===== src/rtl/tdm_rxsw_pkg.sv =====
package tdm_rxsw_pkg;

    localparam logic [7:0] IDLE_BYTE = 8'hFF;

    // control byte bits [2:0]: par_src is bit 2, loc_con bit 1, min_dly bit 0
    typedef struct packed {
        logic par_src;
        logic loc_con;
        logic min_dly;
    } chctl_t;

    typedef enum logic [2:0] {
        REG_CTL  = 3'd0,
        REG_RTA  = 3'd1,
        REG_RTB  = 3'd2,
        REG_PAR  = 3'd3,
        REG_STAT = 3'd4
    } regsel_e;

    function automatic logic [7:0] loc_txnum(input logic [7:0] rta, input logic [7:0] rtb);
        return {rtb[0], rta[6:0]};
    endfunction

endpackage


===== src/rtl/tdm_rxsw_capsel.sv =====
module tdm_rxsw_capsel
    import tdm_rxsw_pkg::*;
#(
    parameter int NSTREAM = 2,
    parameter int NTX     = 4,
    parameter int SLOT_W  = 3,
    parameter int STRM_W  = 1
) (
    input  logic                 loc_con,
    input  logic [7:0]           rta,
    input  logic [7:0]           rtb,
    input  logic                 fsync,
    input  logic [SLOT_W-1:0]    slot_idx,
    input  logic [NSTREAM*8-1:0] bus_in,
    input  logic [NTX*8-1:0]     tx_data,
    output logic                 cap_en,
    output logic [7:0]           cap_byte
);

    logic [7:0]        txn;
    logic [STRM_W-1:0] strm;
    logic [7:0]        bus_byte;
    logic [7:0]        tx_byte;

    always_comb begin
        txn      = loc_txnum(rta, rtb);
        strm     = rtb[STRM_W-1:0];
        bus_byte = IDLE_BYTE;
        for (int i = 0; i < NSTREAM; i++) begin
            if (STRM_W'(i) == strm) bus_byte = bus_in[i*8 +: 8];
        end
        tx_byte = IDLE_BYTE;
        for (int i = 0; i < NTX; i++) begin
            if (8'(i) == txn) tx_byte = tx_data[i*8 +: 8];
        end
        cap_en   = loc_con ? fsync : (rta == 8'(slot_idx));
        cap_byte = loc_con ? tx_byte : bus_byte;
    end

endmodule


===== src/rtl/tdm_rxsw_chan.sv =====
module tdm_rxsw_chan
    import tdm_rxsw_pkg::*;
#(
    parameter int CH      = 0,
    parameter int NSTREAM = 2,
    parameter int NTX     = 4,
    parameter int SLOT_W  = 3,
    parameter int STRM_W  = 1
) (
    input  logic                 clk,
    input  logic                 rst,
    input  logic                 fsync,
    input  logic [SLOT_W-1:0]    slot_idx,
    input  logic [NSTREAM*8-1:0] bus_in,
    input  logic [NTX*8-1:0]     tx_data,
    input  logic                 we,
    input  logic [2:0]           regsel,
    input  logic [7:0]           wdata,
    output logic [7:0]           rd_byte,
    output logic [7:0]           rx_data,
    output logic                 rx_valid
);

    chctl_t     ctl_q;
    logic [7:0] rta_q, rtb_q, store_q, out_q;
    logic       vld_q, cfg_err_q;
    logic       cap_en;
    logic [7:0] cap_byte;
    logic       eff_const, at_own, xfer, par_wr;

    tdm_rxsw_capsel #(
        .NSTREAM(NSTREAM), .NTX(NTX), .SLOT_W(SLOT_W), .STRM_W(STRM_W)
    ) u_capsel (
        .loc_con (ctl_q.loc_con),
        .rta     (rta_q),
        .rtb     (rtb_q),
        .fsync   (fsync),
        .slot_idx(slot_idx),
        .bus_in  (bus_in),
        .tx_data (tx_data),
        .cap_en  (cap_en),
        .cap_byte(cap_byte)
    );

    // the forbidden pairing of minimum delay and parallel source falls back to frame handover
    assign eff_const = !ctl_q.min_dly || ctl_q.par_src;
    assign at_own    = (32'(slot_idx) == CH);
    assign xfer      = eff_const ? fsync : at_own;
    assign par_wr    = we && (regsel == REG_PAR);

    always_ff @(posedge clk) begin
        if (rst) begin
            ctl_q     <= '0;
            rta_q     <= '0;
            rtb_q     <= '0;
            store_q   <= '0;
            out_q     <= '0;
            vld_q     <= 1'b0;
            cfg_err_q <= 1'b0;
        end else begin
            if (we && regsel == REG_CTL) ctl_q <= chctl_t'(wdata[2:0]);
            if (we && regsel == REG_RTA) rta_q <= wdata;
            if (we && regsel == REG_RTB) rtb_q <= wdata;
            if (ctl_q.par_src) begin
                if (par_wr) store_q <= wdata;
            end else if (cap_en) begin
                store_q <= cap_byte;
            end
            if (xfer) begin
                out_q <= store_q;
                vld_q <= 1'b1;
            end
            if (ctl_q.min_dly && ctl_q.par_src) cfg_err_q <= 1'b1;
        end
    end

    always_comb begin
        case (regsel)
            REG_CTL:  rd_byte = {5'b0, ctl_q};
            REG_RTA:  rd_byte = rta_q;
            REG_RTB:  rd_byte = rtb_q;
            REG_PAR:  rd_byte = store_q;
            REG_STAT: rd_byte = {7'b0, cfg_err_q};
            default:  rd_byte = 8'h00;
        endcase
    end

    assign rx_data  = rtb_q[7] ? out_q : IDLE_BYTE;
    assign rx_valid = rtb_q[7] & vld_q;


    const_hold_chk: assert property (@(posedge clk) disable iff (rst)
        $past(eff_const && !fsync) |-> $stable(out_q));


    min_hold_chk: assert property (@(posedge clk) disable iff (rst)
        $past(!eff_const && !at_own) |-> $stable(out_q));


    par_store_chk: assert property (@(posedge clk) disable iff (rst)
        $past(ctl_q.par_src && !par_wr) |-> $stable(store_q));


    ser_store_chk: assert property (@(posedge clk) disable iff (rst)
        $past(!ctl_q.par_src && !cap_en) |-> $stable(store_q));


    cfg_set_chk: assert property (@(posedge clk) disable iff (rst)
        (ctl_q.min_dly && ctl_q.par_src) |=> cfg_err_q);


    cfg_sticky_chk: assert property (@(posedge clk) disable iff (rst)
        $past(cfg_err_q) |-> cfg_err_q);

endmodule


===== src/rtl/tdm_rx_switch.sv =====
module tdm_rx_switch
    import tdm_rxsw_pkg::*;
#(
    parameter int NCH     = 4,
    parameter int NSLOT   = 8,
    parameter int NSTREAM = 2,
    parameter int NTX     = 4,
    localparam int SLOT_W = $clog2(NSLOT),
    localparam int STRM_W = $clog2(NSTREAM),
    localparam int CH_W   = $clog2(NCH)
) (
    input  logic                 clk,
    input  logic                 rst,
    input  logic                 fsync,
    input  logic [SLOT_W-1:0]    slot_idx,
    input  logic [NSTREAM*8-1:0] bus_in,
    input  logic [NTX*8-1:0]     tx_data,
    input  logic                 host_we,
    input  logic [CH_W+2:0]      host_addr,
    input  logic [7:0]           host_wdata,
    output logic [7:0]           host_rdata,
    output logic [NCH*8-1:0]     rx_data,
    output logic [NCH-1:0]       rx_valid
);

    logic [7:0]      rd_bytes [NCH];
    logic [CH_W-1:0] sel_ch;

    assign sel_ch = host_addr[CH_W+2:3];

    for (genvar c = 0; c < NCH; c++) begin : g_ch
        tdm_rxsw_chan #(
            .CH(c), .NSTREAM(NSTREAM), .NTX(NTX), .SLOT_W(SLOT_W), .STRM_W(STRM_W)
        ) u_chan (
            .clk     (clk),
            .rst     (rst),
            .fsync   (fsync),
            .slot_idx(slot_idx),
            .bus_in  (bus_in),
            .tx_data (tx_data),
            .we      (host_we && (32'(sel_ch) == c)),
            .regsel  (host_addr[2:0]),
            .wdata   (host_wdata),
            .rd_byte (rd_bytes[c]),
            .rx_data (rx_data[c*8 +: 8]),
            .rx_valid(rx_valid[c])
        );
    end

    always_comb begin
        host_rdata = 8'h00;
        for (int c = 0; c < NCH; c++) begin
            if (32'(sel_ch) == c) host_rdata = rd_bytes[c];
        end
    end

endmodule


===== config.mk =====
export PLATFORM = sky130hd
export DESIGN_NAME = tdm_rx_switch
export DESIGN_NICKNAME = d
export VERILOG_FILES = /design/src/rtl/tdm_rxsw_pkg.sv /design/src/rtl/tdm_rxsw_capsel.sv /design/src/rtl/tdm_rxsw_chan.sv /design/src/rtl/tdm_rx_switch.sv
export SDC_FILE = /design/constraint.sdc
export NUM_CORES = 1
export LEC_CHECK = 0
export BUFFER_PORTS_ARGS = -buffer_cell sky130_fd_sc_hd__clkbuf_2
export CAP_MARGIN = 40
export CORE_MARGIN = 2
export CORE_UTILIZATION = 60
export CTS_CLUSTER_SIZE = 8
export DETAILED_ROUTE_END_ITERATION = 16
export PLACE_DENSITY = 0.79
export SLEW_MARGIN = 20
export SYNTH_ARGS = -nofsm -noshare
export SYNTH_HDL_FRONTEND = slang
export SYNTH_SLANG_ARGS = --single-unit

===== constraint.sdc =====
create_clock -name clk -period 3.8 [get_ports clk]
set_clock_uncertainty 0.05 [all_clocks]
set_input_delay 0.57 -clock clk [delete_from_list [all_inputs] [get_ports clk]]
set_output_delay 0.57 -clock clk [all_outputs]
set_load 0.02 [all_outputs]

After elaboration in Yosys (flattened, before gate mapping) --
Cells that the tools add are included. W data, S select, Z words.
Storage, ports and cells: register bits after elaboration 148, output and inout port bits 44, word-level logic and storage cells 173
Operators by class: eq/ne operators 30, muxes and demuxes 56, bitwise gates (word level) 4, reductions and logical operators 47
Operators with widths (number):
- $mux W8 | 44
- $pmux W8 S5 | 4
- $eq A2 B8 Y1 const A | 8
- $eq A1 B8 Y1 const A | 4
- $eq A8 B3 Y1 | 4
- $logic_not A8 Y1 | 4
- $logic_and A1 B1 Y1 | 24
- $eq A3 B2 Y1 const B | 4
- $mux W1 | 8
- $ne A2 B2 Y1 const B | 4
- $reduce_and A2 Y1 | 4
- $reduce_bool A2 Y1 | 4
- $eq A3 B1 Y1 const B | 2
- $logic_not A3 Y1 | 2
- $and A1 B1 Y1 | 4
- $eq A2 B2 Y1 const B | 2
- $logic_not A1 Y1 | 4
- $logic_or A1 B1 Y1 | 4
- $eq A3 B3 Y1 const B | 1
- $eq A2 B1 Y1 const B | 1
- $logic_not A2 Y1 | 1

Logic depth before layout (Yosys ltp) --
Gate-level depths: netlist (run 1).
word-level depth 8, mapped depth 8

Hierarchy --
Synthesis (run 1) repeated with hierarchy kept, for this count alone.
Second synthesis, totals: cell total of the unflattened synthesis 1011, area total of the unflattened synthesis 10122.2 µm²
By module, submodules not included:
- tdm_rxsw_chan at g_ch[1].u_chan ... | instances 2, cells each 212, area each 2060.7 µm², sequential area each 740.7 µm²
- tdm_rxsw_chan at g_ch[0].u_chan | instances 1, cells each 212, area each 2040.7 µm², sequential area each 740.7 µm²
- tdm_rxsw_chan at g_ch[3].u_chan | instances 1, cells each 213, area each 2024.4 µm², sequential area each 740.7 µm²
- tdm_rxsw_capsel | instances 4, cells each 37, area each 424.2 µm², sequential area each 0.0 µm²
- tdm_rx_switch | instances 1, cells each 14, area each 239.0 µm², sequential area each 0.0 µm²

Worst setup path after synthesis (run 1) --
No wires, ideal clock.
path kind input -> output, from in host_addr[1], to out host_rdata[5], arrival 2171 ps, data required time 3180 ps, path slack 1009 ps, stages on the path 6, path buffers 3, cells stage by stage buf_4 -> buf_4 -> buf_2 -> a2bb2oi_1 -> o22a_1 -> nor4b_1
Between the ends: word-level cells in the longest chain between the ends 6
Ends and longest elaborated chain:
- start: declaration | line tdm_rx_switch.sv:19 | input logic [CH_W+2:0] host_addr,
- $eq A3 B3 Y1 (tied with other cells) | line tdm_rxsw_chan.sv:78 | case (regsel)
- $pmux W8 S5 | line tdm_rxsw_chan.sv:78
- $mux W8 (3 in a row) | line tdm_rx_switch.sv:53 | if (32'(sel_ch) == c) host_rdata = rd_bytes[c];
- $mux W8 * | line tdm_rx_switch.sv:53
- end: declaration | line tdm_rx_switch.sv:21 | output logic [7:0] host_rdata,
Mark *: on every way between the ends. The rest lies on a longest branch, timed or not.

Final worst setup path (run 1) --
from in host_addr[0], to out host_rdata[2]
Same word-level chain as after synthesis.

==> results.sh, run 1 <==
export IMPL_layout_setup_ws_ns=0.6598
export IMPL_diodes=0
export IMPL_critPathLaunch="host_addr[0]"
export IMPL_power_density_nw_per_um2=383.2
export IMPL_reg2reg_slack_ns=1.45
export IMPL_ioPinCount=112
export IMPL_cts_root_buf="clkbuf_16"
export IMPL_fin_crit_sh_pct=82.64
export IMPL_cts_repair_resized=0
export IMPL_cts_tree="built"
export IMPL_clock_sinks=148
export IMPL_drt_wl_total_um=28970
export IMPL_cp_cell_sequence="clkbuf_2, buf_4, mux4_2, mux4_2, and2_1, clkbuf_2"
export IMPL_finalMaxSlewViolations=0
export IMPL_numCtsBuffers=17
export IMPL_syn2layout_area_growth_pct=12.61
export IMPL_slew_headroom_pct=44.16
export IMPL_n_fill_cell=1143
export IMPL_gp_congestion=0.9965
export IMPL_place_inst=1225
export IMPL_cts_buffer_depth=2
export IMPL_grt_max_degree=75
export IMPL_ys_ff_latch=148
export IMPL_grt_pass1_wl_um=44920
export IMPL_p_leak_nw=3.623
export IMPL_ys_types=55
export IMPL_fp_dieW_um=125.5
export IMPL_drt_pass1_iter_count=6
export IMPL_vdd_ir_drop_max_mv=0.3124
export IMPL_cts_setup_buffers=0
export IMPL_viasPerCell=6.709
export IMPL_rows=44
export IMPL_clock_fmax_mhz=318.4
export IMPL_critPathLaunchType="input port"
export IMPL_dp_slack_ns=0.6926
export IMPL_syn_area_um2=8857
export IMPL_yosysWarnings=0
export IMPL_fin_tns_setup_ns=0
export IMPL_final_setup_viol_count=0
export IMPL_cp_slowest_stage_delay_ns=0.46
export IMPL_cp_data_arrival_time_ns=2.52
export IMPL_cp_depth=6
export IMPL_worst_setup_path_type="in2out"
export IMPL_stdcell_count=1258
export IMPL_grt_pass1_vias=7721
export IMPL_path_buf_inv=3
export IMPL_worst_r2r_endpoint="g_ch[3].u_chan.store_q[6]"
export IMPL_finish_net_count=1129
export IMPL_holdBufCountCts=0
export IMPL_regArea_um2=2963
export IMPL_grtUsageTotal_pct=36.63
export IMPL_finalCriticalPeriod_ns=3.140
export IMPL_synth_seq_area_share_pct=33.45
export IMPL_clk_pin_slew_ns=0.06
export IMPL_cp_max_fo=27
export IMPL_synth_edf_count=0
export IMPL_avgSynthCellArea_um2=8.787
export IMPL_critPathCapture="host_rdata[2]"
export IMPL_worst_slew_pin_slew_ns=0.8376
export IMPL_antenna_found_initial=0
export IMPL_num_vias=8440
export IMPL_die_y_um=125.5
export IMPL_reg2reg_from="g_ch[3].u_chan.rta_q[0]"
export IMPL_ys_flop_type="dfxtp_1"
export IMPL_synth_nets=1076
export IMPL_fp_coreArea_um2=14480
export IMPL_hpwl_um=20500
export IMPL_portBuffers=111
export IMPL_layout_drive_gt1_share_pct=24.86
export IMPL_ant_nets=0
export IMPL_crit_required_ns=3.18
export IMPL_clock_latency_ns=0.43
export IMPL_synthArstFlopShare_pct=0
export IMPL_multi_input_area_um2=5403
export IMPL_die_area_um2=15750
export IMPL_end_kind="output pin"
export IMPL_wl_per_cell_um=23.03
export IMPL_cap_violations=0
export IMPL_final_hold_viol_count=0
export IMPL_start_util_pct=61.17
export IMPL_cp_top_family="buffers and inverters"
export IMPL_status="finished, final reports clean"
export IMPL_grt_overflow=0
export IMPL_critical_path_slowest_cell="mux4_2"
export IMPL_hold_class="reg2reg"
export IMPL_r2r_cells=5
export IMPL_drc=0
export IMPL_syn_inst=1008
export IMPL_htreeDepth=4
export IMPL_drt_iter0_markers=1319
export IMPL_rsz0062_at_grt="no"
synth_stat cells, types with 8 or more instances:
master | n | share of area (%)
o21ai_0 | 12 | 0.68
clkbuf_1 | 51 | 2.2
nor3_2 | 17 | 1.9
nor2_1 | 113 | 4.8
nor2b_1 | 23 | 1.6
a21oi_1 | 90 | 5.1
a221oi_1 | 14 | 1.4
xnor2_1 | 8 | 0.79
a211oi_1 | 17 | 1.4
nor3_1 | 24 | 1.4
and2_1 | 8 | 0.57
nand2b_1 | 38 | 2.7
dfxtp_1 | 148 | 33
nand3_1 | 69 | 3.9
mux2_2 | 20 | 2.5
buf_4 | 11 | 0.93
o221a_2 | 16 | 2.0
mux2i_1 | 80 | 9.0
nand2_1 | 96 | 4.1
buf_2 | 31 | 1.8
o32a_1 | 16 | 1.8
mux4_2 | 40 | 10
final cells by class:
type / count / share of cell area, %
Multi-Input combinational cell: 753 / 54.16
Sequential cell: 148 / 29.70
Timing Repair Buffer: 132 / 7.376
Clock buffer: 20 / 4.679
Tap cell: 184 / 2.308
Clock inverter: 12 / 1.430
Inverter: 9 / 0.3387
registers in the layout, summed over array words and instances, names as in the netlist:
| name | flops |
|---|---|
| g_ch.u_chan.out_q | 32 |
| g_ch.u_chan.rta_q | 32 |
| g_ch.u_chan.rtb_q | 32 |
| g_ch.u_chan.store_q | 32 |
| g_ch.u_chan.ctl_q | 12 |
| g_ch.u_chan.cfg_err_q | 4 |
| g_ch.u_chan.vld_q | 4 |
cells in the final DEF (no fill, tap or decap), types with 3 or more instances in the layout:
cell,count
clkbuf_16,17
nor2_1,113
nor3_1,24
a221oi_1,14
clkinv_4,4
a22oi_1,4
xnor2_1,8
dfxtp_1,148
a21oi_1,90
nand2_1,96
nand3_1,69
nand2b_1,38
clkbuf_2,110
o21ai_0,12
xor2_1,4
and2_1,8
nand4_1,3
inv_6,4
a211oi_1,17
nor3_2,17
mux2_2,20
mux4_2,40
nor2b_1,21
nor3b_1,3
clkbuf_8,3
o32a_1,16
o221a_2,16
mux2i_1,80
buf_4,20
nor4_1,6
inv_1,7
power by group:
group / internal (mW) / total (mW) / switching (mW)
Sequential: 1.59 / 1.63 / 0.0448
Clock: 1.03 / 1.73 / 0.699
Combinational: 0.185 / 0.463 / 0.278
through the flow:
step | power [mW] | util (%) | hold WS (ns) | instance area [µm²]
after floorplan | 1.947 | - | 0.3709 | 8857
after global placement | 2.101 | 64.58 | 0.3790 | 9350
after detailed placement | 2.109 | 64.58 | 0.3911 | 9350
after CTS | 3.805 | 68.79 | 0.4000 | 9960
after global routing | 3.919 | 68.89 | 0.4074 | 9975
final | 3.822 | 68.89 | 0.3978 | 9975
worst register-to-register path, stage by stage, from the launching register on:
cell	delay (ns)
dfxtp_1	0.82
xor2_1	0.14
or4_4	0.45
o22ai_4	0.39
o32a_1	0.31
nor3_2	0.06
worst min path at each step:
stage	from	endpoint	slack, ns	depth (start not counted)
floorplan	g_ch[0].u_chan.vld_q	g_ch[0].u_chan.vld_q	0.37	2
global placement	g_ch[3].u_chan.vld_q	g_ch[3].u_chan.vld_q	0.38	2
detailed placement	g_ch[2].u_chan.vld_q	g_ch[2].u_chan.vld_q	0.39	2
CTS	g_ch[2].u_chan.vld_q	g_ch[2].u_chan.vld_q	0.40	2
global route	g_ch[2].u_chan.vld_q	g_ch[2].u_chan.vld_q	0.41	2
finish	g_ch[2].u_chan.vld_q	g_ch[2].u_chan.vld_q	0.40	2
logic make-up (layout without fill, tap and decap cells):
group / count (synthesis) / after routing / synth area share, %
compound gates: 191 / 191 / 15.12
xor+xnor: 12 / 12 / 1.187
buf+inv: 107 / 173 / 5.608
flops: 148 / 148 / 33.45
mux: 140 / 140 / 21.75
simple gates: 410 / 410 / 22.88
layer usage:
layer	routed length [µm]	track usage, %	vias to the layer above
li1	-	-	3780
met1	11250	48.97	3912
met2	12430	52.66	616
met3	3409	9.499	132
met4	1879	23.40	0
met5	0	0	-
(Power assumes the default switching activity.)
==> inputs of run 2 (changes only) <==
--- a/config.mk
+++ b/config.mk
@@ -5,13 +5,14 @@
 export SDC_FILE = /design/constraint.sdc
 export NUM_CORES = 1
 export LEC_CHECK = 0
+export ABC_AREA = 1
 export BUFFER_PORTS_ARGS = -buffer_cell sky130_fd_sc_hd__clkbuf_2
 export CAP_MARGIN = 40
 export CORE_MARGIN = 2
-export CORE_UTILIZATION = 60
+export CORE_UTILIZATION = 59
 export CTS_CLUSTER_SIZE = 8
 export DETAILED_ROUTE_END_ITERATION = 16
-export PLACE_DENSITY = 0.79
+export PLACE_DENSITY = 0.78
 export SLEW_MARGIN = 20
 export SYNTH_ARGS = -nofsm -noshare
 export SYNTH_HDL_FRONTEND = slang
==> constraint.sdc (replaced) <==
create_clock -name clk -period 2.9 [get_ports clk]
set_clock_uncertainty 0.05 [all_clocks]
set_input_delay 0.435 -clock clk [delete_from_list [all_inputs] [get_ports clk]]
set_output_delay 0.435 -clock clk [all_outputs]
set_load 0.02 [all_outputs]
==> results.sh, run 2 <==
export IMPL_status="finished, final reports clean"
export IMPL_vdd_ir_drop_max_mv=0.4134
export IMPL_drt_iter0_markers=1559
export IMPL_worst_setup_path_type="reg2out"
export IMPL_cts_tree="built"
export IMPL_fin_tns_setup_ns=0
export IMPL_worst_slew_pin_slew_ns=0.8976
export IMPL_reg2reg_slack_ns=0.61
export IMPL_finish_net_count=1568
export IMPL_place_area_um2=9495
export IMPL_grt_max_degree=86
export IMPL_hold_class="in2reg"
export IMPL_numCtsBuffers=17
export IMPL_cap_violations=0
export IMPL_gp_congestion=1.010
export IMPL_synth_area_top_cells="dfxtp_1 33%, nand2_1 14%, a21oi_1 12%"
export IMPL_hpwl_um=25130
export IMPL_syn2layout_area_growth_pct=12.92
export IMPL_cts_repair_resized=0
export IMPL_power_density_nw_per_um2=516.3
export IMPL_crit_path_frequent_cell="o21ai_0"
export IMPL_portBuffers=111
export IMPL_yosysWarnings=0
export IMPL_diodes=0
export IMPL_htreeDepth=4
export IMPL_cts_buffer_depth=2
export IMPL_rows=45
export IMPL_path_buf_inv=2
export IMPL_final_common_cell="nand2_1"
export IMPL_switchingPower_mw=1.586
export IMPL_finalMaxSlewViolations=0
export IMPL_clock_sinks=148
export IMPL_clock_latency_ns=0.42
export IMPL_clock_fmax_mhz=401.8
export IMPL_p_leak_nw=4.535
export IMPL_cp_depth=5
export IMPL_fp_coreArea_um2=15030
export IMPL_cp_slowest_stage_delay_ns=0.47
export IMPL_cp_data_arrival_time_ns=2.00
export IMPL_yosys_cell_count_top_type="nand2_1"
export IMPL_syn_area_um2=8947
export IMPL_pwr_share_seq_pct=41.3
export IMPL_syn_inst=1427
export IMPL_drt_pass1_iter_count=7
export IMPL_end_kind="output pin"
export IMPL_final_cell_area_um2=10100
export IMPL_ant_nets=0
export IMPL_cts_setup_buffers=0
export IMPL_synthArstFlopShare_pct=0
export IMPL_antenna_found_initial=0
export IMPL_wl_per_cell_um=20.56
export IMPL_layout_drive_gt1_share_pct=15.33
export IMPL_layout_common_cells="343 x nand2_1, 215 x a21oi_1, 183 x o21ai_0, 148 x dfxtp_1, 138 x inv_1"
export IMPL_switching_share_pct=30.40
export IMPL_p_int_mw=3.630
export IMPL_final_hold_viol_count=0
export IMPL_critPathLaunchType="flop"
export IMPL_grt_pass1_vias=9126
export IMPL_drc=0
export IMPL_yosysTopAreaCell="dfxtp_1"
export IMPL_min_delay_path_depth=3
export IMPL_die_y_um=127.1
export IMPL_grt_pass1_wl_um=52620
export IMPL_synth_nets=1495
export IMPL_crit_required_ns=2.41
export IMPL_grt_overflow=0
export IMPL_ys_ff_latch=148
export IMPL_fp_dieW_um=127.1
export IMPL_cp_cell_sequence="clkinv_1, o21ai_0, o21ai_0, nand4_1, clkbuf_2"
export IMPL_clk_pin_slew_ns=0.07
export IMPL_die_area_um2=16170
export IMPL_num_vias=10500
export IMPL_avgSynthCellArea_um2=6.270
export IMPL_start_util_pct=59.52
export IMPL_ys_flop_type="dfxtp_1"
export IMPL_drt_wl_total_um=34970
export IMPL_r2r_cells=10
export IMPL_cp_top_family="buffers and inverters"
export IMPL_synth_common_cells="343 x nand2_1, 215 x a21oi_1, 183 x o21ai_0"
export IMPL_clkPwrFrac_pct=44.4
export IMPL_viasPerCell=6.170
export IMPL_slew_headroom_pct=39.95
export IMPL_final_setup_viol_count=0
export IMPL_post_synth_top_area_fraction_pct=33.11
export IMPL_fin_crit_sh_pct=85.83
export IMPL_rsz0062_at_grt="no"
export IMPL_finalCriticalPeriod_ns=2.489
export IMPL_synth_seq_area_share_pct=33.11
export IMPL_ioPinCount=112
export IMPL_critical_path_slowest_cell="clkinv_1"
export IMPL_holdBufCountCts=0
export IMPL_synth_edf_count=0
export IMPL_grtUsageTotal_pct=42.48
export IMPL_ys_types=36
export IMPL_cts_root_buf="clkbuf_16"
export IMPL_cp_max_fo=17
export IMPL_power_frac_comb_pct=14.3
-- run 2: cell count changes after synthesis, sizes merged, moves of 35 or more --
| cell | delta |
|---|---|
| mux2i | -80 |
| mux4 | -40 |
| a21oi | +125 |
| inv | +147 |
| nand2 | +252 |
| o21ai | +186 |
| nor3 | -36 |
| nand3 | +35 |
| nand2b | -38 |
-- run 2: worst min-delay path: stages --
cell	delay [ns]
clkbuf_2	0.09
a21oi_1	0.05
a21oi_1	0.12
-- run 2: kinds of logic after synthesis --
family	synth area share, %
xor+xnor	0.2937
buf+inv	10.82
simple gates	28.93
flops	33.11
compound gates	26.84
-- run 2: per-layer routing --
| metal | up-vias | routed length, µm | GRT usage (%) |
|---|---|---|---|
| li1 | 4877 | - | - |
| met1 | 4693 | 14000 | 58.35 |
| met2 | 774 | 14510 | 63.19 |
| met3 | 152 | 4356 | 8.459 |
| met4 | 0 | 2102 | 22.50 |
| met5 | - | 0 | 0 |
-- run 2: power by group through the flow --
| stage | sequential, mW | clock, mW | combinational, mW |
|---|---|---|---|
| 2_1_floorplan | 2.18 | 0 | 0.453 |
| 3_3_place_gp | 2.20 | 0 | 0.706 |
| 3_5_place_dp | 2.20 | 0 | 0.709 |
| 4_1_cts | 2.15 | 2.30 | 0.715 |
| 5_1_grt | 2.16 | 2.40 | 0.801 |
| 6_report | 2.15 | 2.31 | 0.748 |
-- run 2: metrics by stage --
| stage | power, mW | hold WS, ns | utilization [%] | worst slack, ns | instances |
|---|---|---|---|---|---|
| 3_3_place_gp | 2.901 | 0.4088 | 63.16 | 0.5755 | 1669 |
| 5_1_grt | 5.355 | 0.2791 | 67.21 | 0.3250 | 1701 |
| 4_1_cts | 5.168 | 0.2567 | 67.21 | 0.4598 | 1701 |
| 6_report | 5.216 | 0.2582 | 67.21 | 0.4109 | 1701 |
| 3_5_place_dp | 2.905 | 0.4045 | 63.16 | 0.5299 | 1669 |
| 2_1_floorplan | 2.634 | 0.3747 | - | 0.8103 | 1427 |
-- run 2: cell type report --
type / count / area [µm²]
multi-input cells: 1045 / 5016
fillers: 1425 / 4930
flip-flops and latches: 148 / 2963
repair buffers: 127 / 675.6
inverters: 161 / 605.6
clock buffers: 18 / 429.2
well taps: 188 / 235.2
clock inverters: 14 / 178.9
-- run 2: worst paths after layout --
check,from,to
max,g_ch[2].u_chan.ctl_q[1],host_rdata[1]
min,host_wdata[5],g_ch[1].u_chan.store_q[5]
max reg2reg,g_ch[0].u_chan.rta_q[1],g_ch[0].u_chan.store_q[3]
min reg2reg,g_ch[2].u_chan.cfg_err_q,g_ch[2].u_chan.cfg_err_q
